--- src/rtl/flash_irq_pkg.sv ---
package flash_irq_pkg;
  localparam int OFF_STATUS   = 'h10;
  localparam int OFF_MASK_SET = 'h14;
  localparam int OFF_MASK_CLR = 'h18;
  localparam int OFF_MASK     = 'h1C;

  localparam int BIT_RX_READY = 0;
  localparam int BIT_TX_EMPTY = 1;
  localparam int BIT_TX_IDLE  = 2;
  localparam int BIT_ENABLED  = 24;

  localparam int NUM_STICKY = 4;
  localparam int IDX_OVERRUN = 0;
  localparam int IDX_CS_RISE = 1;
  localparam int IDX_CS_FALL = 2;
  localparam int IDX_INSTR   = 3;
  localparam int STICKY_POS [NUM_STICKY] = '{3, 8, 9, 10};

  localparam logic [31:0] IMPL_BITS = 32'h0100_070F;

  typedef struct packed {
    logic selStatus;
    logic selMask;
    logic statusRead;
    logic maskSet;
    logic maskClr;
  } regStrobes_t;
endpackage

--- src/rtl/flash_irq_ctrl.sv ---
module flash_irq_ctrl
  import flash_irq_pkg::*;
#(
  parameter int ADDR_W = 8
) (
  input  logic [ADDR_W-1:0] busAddr,
  input  logic              busWe,
  input  logic              busRe,
  output regStrobes_t       strobes
);
  localparam logic [ADDR_W-1:0] A_STATUS = ADDR_W'(OFF_STATUS);
  localparam logic [ADDR_W-1:0] A_SET    = ADDR_W'(OFF_MASK_SET);
  localparam logic [ADDR_W-1:0] A_CLR    = ADDR_W'(OFF_MASK_CLR);
  localparam logic [ADDR_W-1:0] A_MASK   = ADDR_W'(OFF_MASK);

  always_comb begin
    strobes            = '0;
    strobes.selStatus  = (busAddr == A_STATUS);
    strobes.selMask    = (busAddr == A_MASK);
    strobes.statusRead = busRe && (busAddr == A_STATUS);
    strobes.maskSet    = busWe && (busAddr == A_SET);
    strobes.maskClr    = busWe && (busAddr == A_CLR);
  end
endmodule

--- src/rtl/flash_irq_dp.sv ---
module flash_irq_dp
  import flash_irq_pkg::*;
#(
  parameter int DATA_W = 32
) (
  input  logic                  clk,
  input  logic                  rst_n,
  input  regStrobes_t           strobes,
  input  logic [DATA_W-1:0]     busWdata,
  input  logic                  rxReady,
  input  logic                  txEmpty,
  input  logic                  txIdle,
  input  logic                  ctrlEnabled,
  input  logic [NUM_STICKY-1:0] evPulse,
  output logic [DATA_W-1:0]     statusWord,
  output logic [DATA_W-1:0]     maskReg,
  output logic [DATA_W-1:0]     busRdata,
  output logic                  irq,
  output logic                  cmdDone
);
  localparam logic [DATA_W-1:0] IMPL = DATA_W'(IMPL_BITS);

  logic [NUM_STICKY-1:0] stickyQ;
  logic [DATA_W-1:0]     setBits, clrBits;

  // Pulses win over the read-clear so no event is lost
  always_ff @(posedge clk or negedge rst_n) begin
    if (!rst_n) stickyQ <= '0;
    else        stickyQ <= evPulse | (stickyQ & ~{NUM_STICKY{strobes.statusRead}});
  end

  assign setBits = strobes.maskSet ? busWdata : '0;
  assign clrBits = strobes.maskClr ? busWdata : '0;

  always_ff @(posedge clk or negedge rst_n) begin
    if (!rst_n) maskReg <= '0;
    else        maskReg <= (maskReg | setBits) & ~clrBits & IMPL;
  end

  always_comb begin
    statusWord               = '0;
    statusWord[BIT_RX_READY] = rxReady;
    statusWord[BIT_TX_EMPTY] = txEmpty;
    statusWord[BIT_TX_IDLE]  = txIdle;
    statusWord[BIT_ENABLED]  = ctrlEnabled;
    for (int i = 0; i < NUM_STICKY; i++) statusWord[STICKY_POS[i]] = stickyQ[i];
  end

  always_comb begin
    if (strobes.selStatus)    busRdata = statusWord;
    else if (strobes.selMask) busRdata = maskReg;
    else                      busRdata = '0;
  end

  assign irq     = |(statusWord & maskReg);
  assign cmdDone = stickyQ[IDX_INSTR] & stickyQ[IDX_CS_RISE];
endmodule

--- src/rtl/flash_irq_unit.sv ---
module flash_irq_unit
  import flash_irq_pkg::*;
#(
  parameter int DATA_W = 32,
  parameter int ADDR_W = 8
) (
  input  logic              clk,
  input  logic              rst_n,
  input  logic              evRxReady,
  input  logic              evTxEmpty,
  input  logic              evTxIdle,
  input  logic              ctrlEnabled,
  input  logic              evOverrun,
  input  logic              evCsRise,
  input  logic              evCsFall,
  input  logic              evInstrEnd,
  input  logic [ADDR_W-1:0] busAddr,
  input  logic              busWe,
  input  logic [DATA_W-1:0] busWdata,
  input  logic              busRe,
  output logic [DATA_W-1:0] busRdata,
  output logic              irq,
  output logic              cmdDone
);
  regStrobes_t           strobes;
  logic [NUM_STICKY-1:0] evPulse;
  logic [DATA_W-1:0]     statusWord;
  logic [DATA_W-1:0]     maskReg;

  always_comb begin
    evPulse              = '0;
    evPulse[IDX_OVERRUN] = evOverrun;
    evPulse[IDX_CS_RISE] = evCsRise;
    evPulse[IDX_CS_FALL] = evCsFall;
    evPulse[IDX_INSTR]   = evInstrEnd;
  end

  flash_irq_ctrl #(.ADDR_W(ADDR_W)) uCtrl (
    .busAddr(busAddr), .busWe(busWe), .busRe(busRe), .strobes(strobes)
  );

  flash_irq_dp #(.DATA_W(DATA_W)) uDp (
    .clk(clk), .rst_n(rst_n), .strobes(strobes), .busWdata(busWdata),
    .rxReady(evRxReady), .txEmpty(evTxEmpty), .txIdle(evTxIdle),
    .ctrlEnabled(ctrlEnabled), .evPulse(evPulse),
    .statusWord(statusWord), .maskReg(maskReg), .busRdata(busRdata),
    .irq(irq), .cmdDone(cmdDone)
  );
endmodule

--- config.mk ---
export PLATFORM = sky130hd
export DESIGN_NAME = flash_irq_unit
export DESIGN_NICKNAME = d
export VERILOG_FILES = /design/src/rtl/flash_irq_pkg.sv /design/src/rtl/flash_irq_ctrl.sv /design/src/rtl/flash_irq_dp.sv /design/src/rtl/flash_irq_unit.sv
export SDC_FILE = /design/constraint.sdc
export NUM_CORES = 1
export LEC_CHECK = 0
export ABC_CLOCK_PERIOD_IN_PS = 1000
export BUFFER_PORTS_ARGS = -buffer_cell sky130_fd_sc_hd__buf_2
export CORE_UTILIZATION = 33
export CTS_BUF_LIST = sky130_fd_sc_hd__clkbuf_4 sky130_fd_sc_hd__clkbuf_8 sky130_fd_sc_hd__clkbuf_16
export CTS_CLUSTER_DIAMETER = 60
export CTS_CLUSTER_SIZE = 10
export DETAILED_ROUTE_END_ITERATION = 16
export PLACE_DENSITY = 0.75
export SYNTH_ARGS = -nofsm -noshare
export SYNTH_HDL_FRONTEND = slang
export SYNTH_SLANG_ARGS = --single-unit
--- constraint.sdc ---
create_clock -name clk -period 1 [get_ports clk]
set_clock_uncertainty 0.05 [all_clocks]
set_input_delay 0.2 -clock clk [delete_from_list [all_inputs] [get_ports clk]]
set_output_delay 0.2 -clock clk [all_outputs]
set_load 0.03 [all_outputs]
=== Word-level counts from Yosys, hierarchy flattened ===
Cells that the tools add are included.
W data, S select, Z words.

* Bits in registers: 12
* Input port bits: 52
* Output and inout port bits: 34
* Logic and storage cells: 22

* Eq/ne operators: 4
* Muxes and demuxes: 4
* Bitwise logic cells: 8
* Reductions and logical operators: 4

{| class="wikitable"
|+ Operators by type and width
! operator !! number
|-
| $mux W25 || 4
|-
| $and A25 B25 Y25 || 2
|-
| $eq A8 B5 Y1 const B || 4
|-
| $reduce_or A32 Y1 || 1
|-
| $not A25 Y25 || 1
|-
| $or A25 B25 Y25 || 1
|-
| $and A4 B4 Y4 || 1
|-
| $not A4 Y4 || 1
|-
| $or A4 B4 Y4 || 1
|-
| $logic_and A1 B1 Y1 || 3
|-
| $and A1 B1 Y1 || 1
|}

=== Longest topological paths before layout ===
Gate-level depths: netlist of the first run.

* Depth in word-level cells: 5
* Gate-level depth with buffers: 4
* Gate-level depth less buffers: 3

=== Hierarchy ===
A second synthesis of the first run with hierarchy kept.

* Cells, all modules: 143
* Area total of the unflattened synthesis: 1,228.7 um2

{| class="wikitable"
|+ Modules (own cells, without submodules)
! module !! times used !! cells each !! area an instance (um2) !! sequential area each (um2)
|-
| flash_irq_dp || 1 || 131 || 1,149.9 || 300.3
|-
| flash_irq_ctrl || 1 || 12 || 78.8 || 0.0
|}

=== Least setup slack after synthesis of the first run ===
Ideal clock, no wire load.

* Kind: input port to output port
* From: input port busAddr[7]
* To: output port busRdata[0]
* Arrival: 1.179 ns
* Data required time: 0.750 ns
* Path slack: -0.429 ns
* Cell stages on the path: 4
* Path buffers: 1
* Cell sequence: nor3_2 > buf_4 > nand2_1 > nor2_1

* Cells in the longest elaborated chain, start to end: 3
* Elaborated cells on any way between the ends: 4
* Classes of those cells: 2 x eq/ne; 2 x mux

{| class="wikitable"
|+ RTL lines
! element !! line !! RTL
|-
| start: declaration || flash_irq_unit.sv:17 || <nowiki>input logic [ADDR_W-1:0] busAddr,</nowiki>
|-
| $eq A8 B5 Y1 || flash_irq_ctrl.sv:19 || <nowiki>strobes.selMask = (busAddr == A_MASK);</nowiki>
|-
| $mux W25 || flash_irq_dp.sv:51 || <nowiki>else if (strobes.selMask) busRdata = maskReg;</nowiki>
|-
| $mux W25 * || flash_irq_dp.sv:50 || <nowiki>if (strobes.selStatus) busRdata = statusWord;</nowiki>
|-
| end: declaration || flash_irq_unit.sv:21 || <nowiki>output logic [DATA_W-1:0] busRdata,</nowiki>
|}

Every way passes the cells marked *; elsewhere a longest branch is shown, timed or not.

=== Worst setup path in the final report of the first run ===
* From: register uDp.maskReg[10]
* To: output port irq

* Cells in the longest elaborated chain, start to end: 2

{| class="wikitable"
|+ RTL lines
! element !! line !! RTL
|-
| start: declaration || flash_irq_dp.sv:16 || <nowiki>output logic [DATA_W-1:0] maskReg,</nowiki>
|-
| start signal: assignment || flash_irq_dp.sv:37 || <nowiki>else maskReg <= (maskReg | setBits) & ~clrBits & IMPL;</nowiki>
|-
| $and A25 B25 Y25 || flash_irq_dp.sv:55 || <nowiki>assign irq = |(statusWord & maskReg);</nowiki>
|-
| $reduce_or A32 Y1 || flash_irq_dp.sv:55 ||
|-
| end: declaration || flash_irq_unit.sv:22 || <nowiki>output logic irq,</nowiki>
|}

Every way passes these cells.

==> results.yml, run 1 <==
finish:
  area_delta_synth_final_pct: 70.37
  antenna_cells: 0
  register_area_um2: 304.0
  nets: 215
  fillers: 220
  drive_gt1_share_pct: 65.43
  fin_area_um2: 1633
  multi_input_area_um2: 706.9
  final_core_util_pct: 59.21
timing:
  final_max_slew_viol_count: 0
  setup_viol: 17
  period_share_pct: 148.1
  hold_violations: 0
  min_period_ps: 1481
  hold_slack_ps: 66.09
  fmax_ghz: 0.6754
  rsz0062_at_grt: "yes"
  tns_ps: -4188
  fin_ws_ps: -480.7
synthesis:
  synth-async-reset-ratio_pct: 100.0
  yosys_warnings: 0
  synth_top_flop_cell: "dfrtp_1"
  synth-seq-cells: 12
  synth_area_leaders: "dfrtp_1, buf_4, a22oi_1"
  ys_top_cells_by_count: "buf_4, a22oi_1, dfrtp_1, nand2_1, nor2_1"
  netlist_area_um2: 958.4
  synth_edf_count: 0
  ys_seq_area_share_pct: 31.33
  yosysUniqueCellTypes: 23
  synthesis.instances: 102
  yosys.area.top_type_share_pct: 31.33
  syn_avg_cell_area_um2: 9.396
  yosysMostFrequentCell: "buf_4"
  yosys.area.top_type: "dfrtp_1"
floorplanning:
  io_pins: 86
  rows: 19
  initial_core_util_pct: 34.75
  dieArea_um2: 3124
  core_um2: 2758
  dieWidth_um: 55.89
  die_y_um: 55.89
routing:
  ant_nets: 0
  drt_iter0_drc: 49
  post-route-drc-count: 0
  drt-pass1-iter-count: 4
  wire_per_inst_um: 15.65
  dr_total_vias: 1013
  via_per_inst: 5.249
  wirelength_mm: 3.021
critical_path:
  worstPathCellList: "a22oi_2, nand4_1, buf_6"
  path_class: "flip-flop to primary output"
  cp_max_fo: 3
  crit_slowest_cell: "dfrtp_1"
  r2r_start: "uDp.maskReg[24]"
  cp.required_ps: 750
  critPathMaxStageDelay_ps: 430
  critical_path_arrival_ps: 1230
  start_kind: "flip-flop"
  r2r-end: "uDp.maskReg[24]"
  r2r_slack_ps: -150
  cp-end-kind: "primary output"
  cp_top_family: "flip-flops"
  crit_buf_inv: 1
  r2r_cells: 4
clocking:
  cts.reportedPaths.clkPinSlew_ps: 80
  cts_buffers: 3
  cts_tree: "built"
  clock_latency_ps: 270
  clock_tree.root_cell: "clkbuf_4"
  cts_max_level: 1
  clockBufferDepth: 2
  clkSinkCount: 12
min_path:
  hold_depth: 2
  holdPathEnd: "uDp.stickyQ[1]"
  min-delay-start: "evCsRise"
  hp-class: "input pin to flip-flop"
place:
  post-place-ws_ps: -357.7
  io_buffers: 37
  place_congestion: 0.8493
  dp_hpwl_mm: 1.997
  place_area_um2: 1325
global_route:
  antenna_found_initial: 0
  grt_pass1_vias: 1051
  grt-ovfl-total: 0
  track_usage_pct: 19.76
  grt_max_degree: 13
  grt_pass1_wl_mm: 4.795
status:
  status: "complete, but fails checks"
  violations: "setup timing"
power_and_ir_drop:
  power_density_nw_per_um2: 764.9
  peakVddDrop_uv: 522.6
  leakage_nw: 0.7753
run:
  maxCapViolCount: 0
cells by family (layout without fill, tap and decap cells):
family	Yosys count	count (layout)	share of synthesized area (%)
other cells	1	24	0.3913
simple gates	27	27	16.19
flops	12	12	31.33
compound gates	32	32	29.90
buf+inv	30	67	22.19
per-layer routing:
layer / track usage [%] / share of wire, %
met1: 23.97 / 38
met2: 32.36 / 52
met3: 3.488 / 6.0
met4: 12.54 / 3.8
met5: 0 / 0
timing repair:
| action | CTS | global route |
|---|---|---|
| setup endpoints to repair | 21 | 22 |
| setup buffers | 5 | 5 |
| pin swaps | 18 | 10 |
| resized for setup | 38 | 24 |
| endpoints found under the hold margin | 12 | 0 |
| hold buffers | 1 | 0 |
layout make-up:
class,instances,share of cell area [%]
tap,31,2.375
timing repair buffer,61,33.03
inverter,2,0.4598
clock buffer,4,2.222
multi-input combinational,83,43.29
sequential,12,18.62
registers in the layout, summed over array words and instances (netlist names):
name,flops
uDp.stickyQ,4
uDp.maskReg,8
through the flow:
stage / std cells / total power [mW]
5_1_grt: 193 / 1.297
4_1_cts: 192 / 1.232
6_report: 193 / 1.249
2_1_floorplan: 125 / 0.7683
3_3_place_gp: 184 / 0.8045
3_5_place_dp: 184 / 0.8130
power by group:
group,switching (mW),total (mW),internal (mW)
logic,0.253,0.382,0.129
registers,0.00159,0.487,0.486
clock network,0.159,0.380,0.221
layout by cell type (no fill, tap or decap):
cell / count
and2_2: 1
a41o_1: 7
a41oi_2: 1
o22a_1: 1
clkbuf_4: 3
buf_6: 25
nand2_1: 7
a21o_1: 4
and4_1: 1
and2_4: 1
buf_12: 3
nand4_1: 1
inv_1: 1
and4bb_2: 1
nor2_4: 9
conb_1: 24
nand2_2: 1
buf_2: 24
nor3b_4: 1
o221a_2: 7
and2b_2: 1
dlygate4sd3_1: 1
nor3_4: 1
dfrtp_1: 9
nand4_4: 1
inv_2: 1
nand2_8: 1
buf_8: 1
a22oi_2: 12
buf_4: 7
dfrtp_2: 3
clkbuf_8: 1
worst max path at each step:
stage,from,end,cells after the start
3_5_place_dp,busAddr[3],busRdata[24],6
3_3_place_gp,busAddr[5],busRdata[0],5
4_1_cts,uDp.stickyQ[3],irq,3
6_report,uDp.maskReg[10],irq,3
5_1_grt,uDp.maskReg[10],irq,3
2_1_floorplan,busAddr[7],busRdata[0],4
(Power assumes the default switching activity.)
==> inputs of run 2 (changes only) <==
--- a/config.mk
+++ b/config.mk
@@ -7,12 +7,13 @@
 export LEC_CHECK = 0
 export ABC_CLOCK_PERIOD_IN_PS = 1000
 export BUFFER_PORTS_ARGS = -buffer_cell sky130_fd_sc_hd__buf_2
-export CORE_UTILIZATION = 33
+export CORE_UTILIZATION = 37
 export CTS_BUF_LIST = sky130_fd_sc_hd__clkbuf_4 sky130_fd_sc_hd__clkbuf_8 sky130_fd_sc_hd__clkbuf_16
 export CTS_CLUSTER_DIAMETER = 60
 export CTS_CLUSTER_SIZE = 10
 export DETAILED_ROUTE_END_ITERATION = 16
-export PLACE_DENSITY = 0.75
+export PLACE_DENSITY = 0.76
 export SYNTH_ARGS = -nofsm -noshare
 export SYNTH_HDL_FRONTEND = slang
+export SYNTH_HIERARCHICAL = 1
 export SYNTH_SLANG_ARGS = --single-unit
==> run 2 against run 1 <==
Effect of this change: the flow still finishes with violations (setup timing); die area decreased by 21%; clock power decreased by 23%; final area decreased by 19%; worst setup slack got worse by 490 ps; synthesized area decreased by 13%; synthesized cell count decreased by 11%; critical path type is now input pin to primary output; largest power group unchanged; highest routed layer unchanged.
==> results.yml, run 2 <==
global_route:
  antenna_found_initial: 0
  grt_pass1_vias: 849
  track_usage_pct: 20.60
  grt-ovfl-total: 0
  grt_pass1_wl_mm: 3.801
  grt_max_degree: 13
routing:
  highest_layer: "met4"
  wirelength_mm: 2.379
  wl_met2_mm: 1.249
  drt-pass1-iter-count: 4
  via_per_inst: 4.798
  met3_length_um: 208
  ant_nets: 0
  dr_total_vias: 854
  drt_iter0_drc: 18
  drt-met1-wl_um: 856
  wire_per_inst_um: 13.37
  post-route-drc-count: 0
clocking:
  cts_buffers: 3
  clkSinkCount: 12
  cts_tree: "built"
  cts.reportedPaths.clkPinSlew_ps: 70
  clock_latency_ps: 270
  cts_max_level: 1
  clockBufferDepth: 2
  clock_tree.root_cell: "clkbuf_4"
synthesis:
  netlist_area_um2: 838.3
  synthesis.instances: 91
  syn_avg_cell_area_um2: 9.212
  yosys_warnings: 6
finish:
  final_core_util_pct: 64.46
  multi_input_area_um2: 480.5
  fillers: 168
  largest_reg_flops: 8
  layout_common_cells: "buf_2, conb_1, buf_4, a21oi_1, buf_6"
  antenna_cells: 0
  final_common_cell: "buf_2"
  area_delta_synth_final_pct: 57.01
  register_area_um2: 300.3
  nets: 205
  drive_gt1_share_pct: 54.97
  final_cells: 178
  largest-register: "uDp/maskReg"
  reg.largest.list: "uDp/maskReg x8, uDp/stickyQ x4"
power_and_ir_drop:
  intPower_mw: 0.7653
  power_density_nw_per_um2: 886.2
  clkPwrFrac_pct: 25.2
  p_total_mw: 1.167
  seq_power_share_pct: 44.2
  leakage_nw: 0.6643
  peakVddDrop_uv: 688.4
  swShare_pct: 34.40
  power_frac_comb_pct: 30.6
  netSwitchingPower_mw: 0.4013
critical_path:
  worstPathCellList: "buf_6, or4b_4, nor4_4, nor2b_4, a22o_2, buf_6"
  crit_buf_inv: 2
  critPathMaxStageDelay_ps: 570
  cp-end-kind: "primary output"
  cp_top_family: "simple AND/OR/NAND/NOR gates"
  path_class: "input pin to primary output"
  cp.required_ps: 750
  crit_slowest_cell: "or4b_4"
  start_kind: "input pin"
  crit_top_cell: "buf_6"
  critical_path_arrival_ps: 1720
  cp_max_fo: 7
timing:
  tns_ps: -14770
  rsz0062_at_grt: "yes"
  hold_violations: 0
  period_share_pct: 197.3
  final_max_slew_viol_count: 0
  setup_viol: 22
  fin_ws_ps: -973.4
  min_period_ps: 1973
  fmax_ghz: 0.5067
place:
  post-place-ws_ps: -1040
  dp.cells: 169
  io_buffers: 37
  place_congestion: 0.7937
  dp_hpwl_mm: 1.666
floorplanning:
  die_y_um: 49.60
  io_pins: 86
  dieArea_um2: 2460
  initial_core_util_pct: 41.05
  dieWidth_um: 49.60
  core_um2: 2042
  rows: 16
min_path:
  hp-class: "input pin to flip-flop"
run:
  maxCapViolCount: 0
status:
  status: "complete, but fails checks"
  violations: "setup timing"
[run 2: routing by layer]
layer,vias up,track usage [%]
met5,-,0
met4,0,6.190
met3,6,5.864
met2,55,36.26
met1,397,23.89
li1,396,-
[run 2: what timing repair did]
action                                 CTS  global route
resized for setup                       28             6
setup buffers                            2             5
hold buffers                             1             0
endpoints found under the hold margin   12             0
setup endpoints to repair               22            22
pin swaps                                3             5
[run 2: path summary, 6_finish.rpt]
kind                                 from        endpoint  slack [ps]  depth (start not counted)
max                            busAddr[1]     busRdata[3]        -970                          6
min                           busWdata[0]  uDp/maskReg[0]          50                          2
max reg2reg                uDp/maskReg[1]  uDp/maskReg[1]         100                          3
min reg2reg                uDp/stickyQ[2]  uDp/stickyQ[2]         500                          1
max in group asynchronous           rst_n  uDp/stickyQ[2]         370                          2
min in group asynchronous           rst_n  uDp/maskReg[0]         300                          2
[run 2: worst reg2reg max path, stage by stage, from the launching register on]
cell and delay [ps]:
dfrtp_1 410, buf_4 140, a21oi_1 130, a21oi_1 60
[run 2: area by class of cell]
| cell class | count | share of cell area [%] |
|---|---|---|
| clock buffers | 3 | 1.711 |
| inverters | 3 | 0.8555 |
| multi-input cells | 71 | 36.50 |
| flip-flops and latches | 12 | 22.81 |
| well taps | 27 | 2.567 |
| repair buffers | 62 | 35.55 |
[run 2: power by group through the flow]
| stage | Clock, mW | Combinational [mW] | Sequential, mW |
|---|---|---|---|
| 4_1_cts | 0.308 | 0.335 | 0.515 |
| 5_1_grt | 0.331 | 0.380 | 0.517 |
| 3_3_place_gp | 0 | 0.296 | 0.524 |
| 3_5_place_dp | 0 | 0.305 | 0.523 |
| 6_report | 0.294 | 0.357 | 0.515 |
| 2_1_floorplan | 0 | 0.254 | 0.520 |
[run 2: metrics by stage]
step,instance area (um^2),hold WS (ps)
after floorplan,948.4,-145.6
after global placement,1111,38.05
after detailed placement,1111,44.31
after CTS,1256,45.91
after global routing,1316,52.02
final,1316,53.93
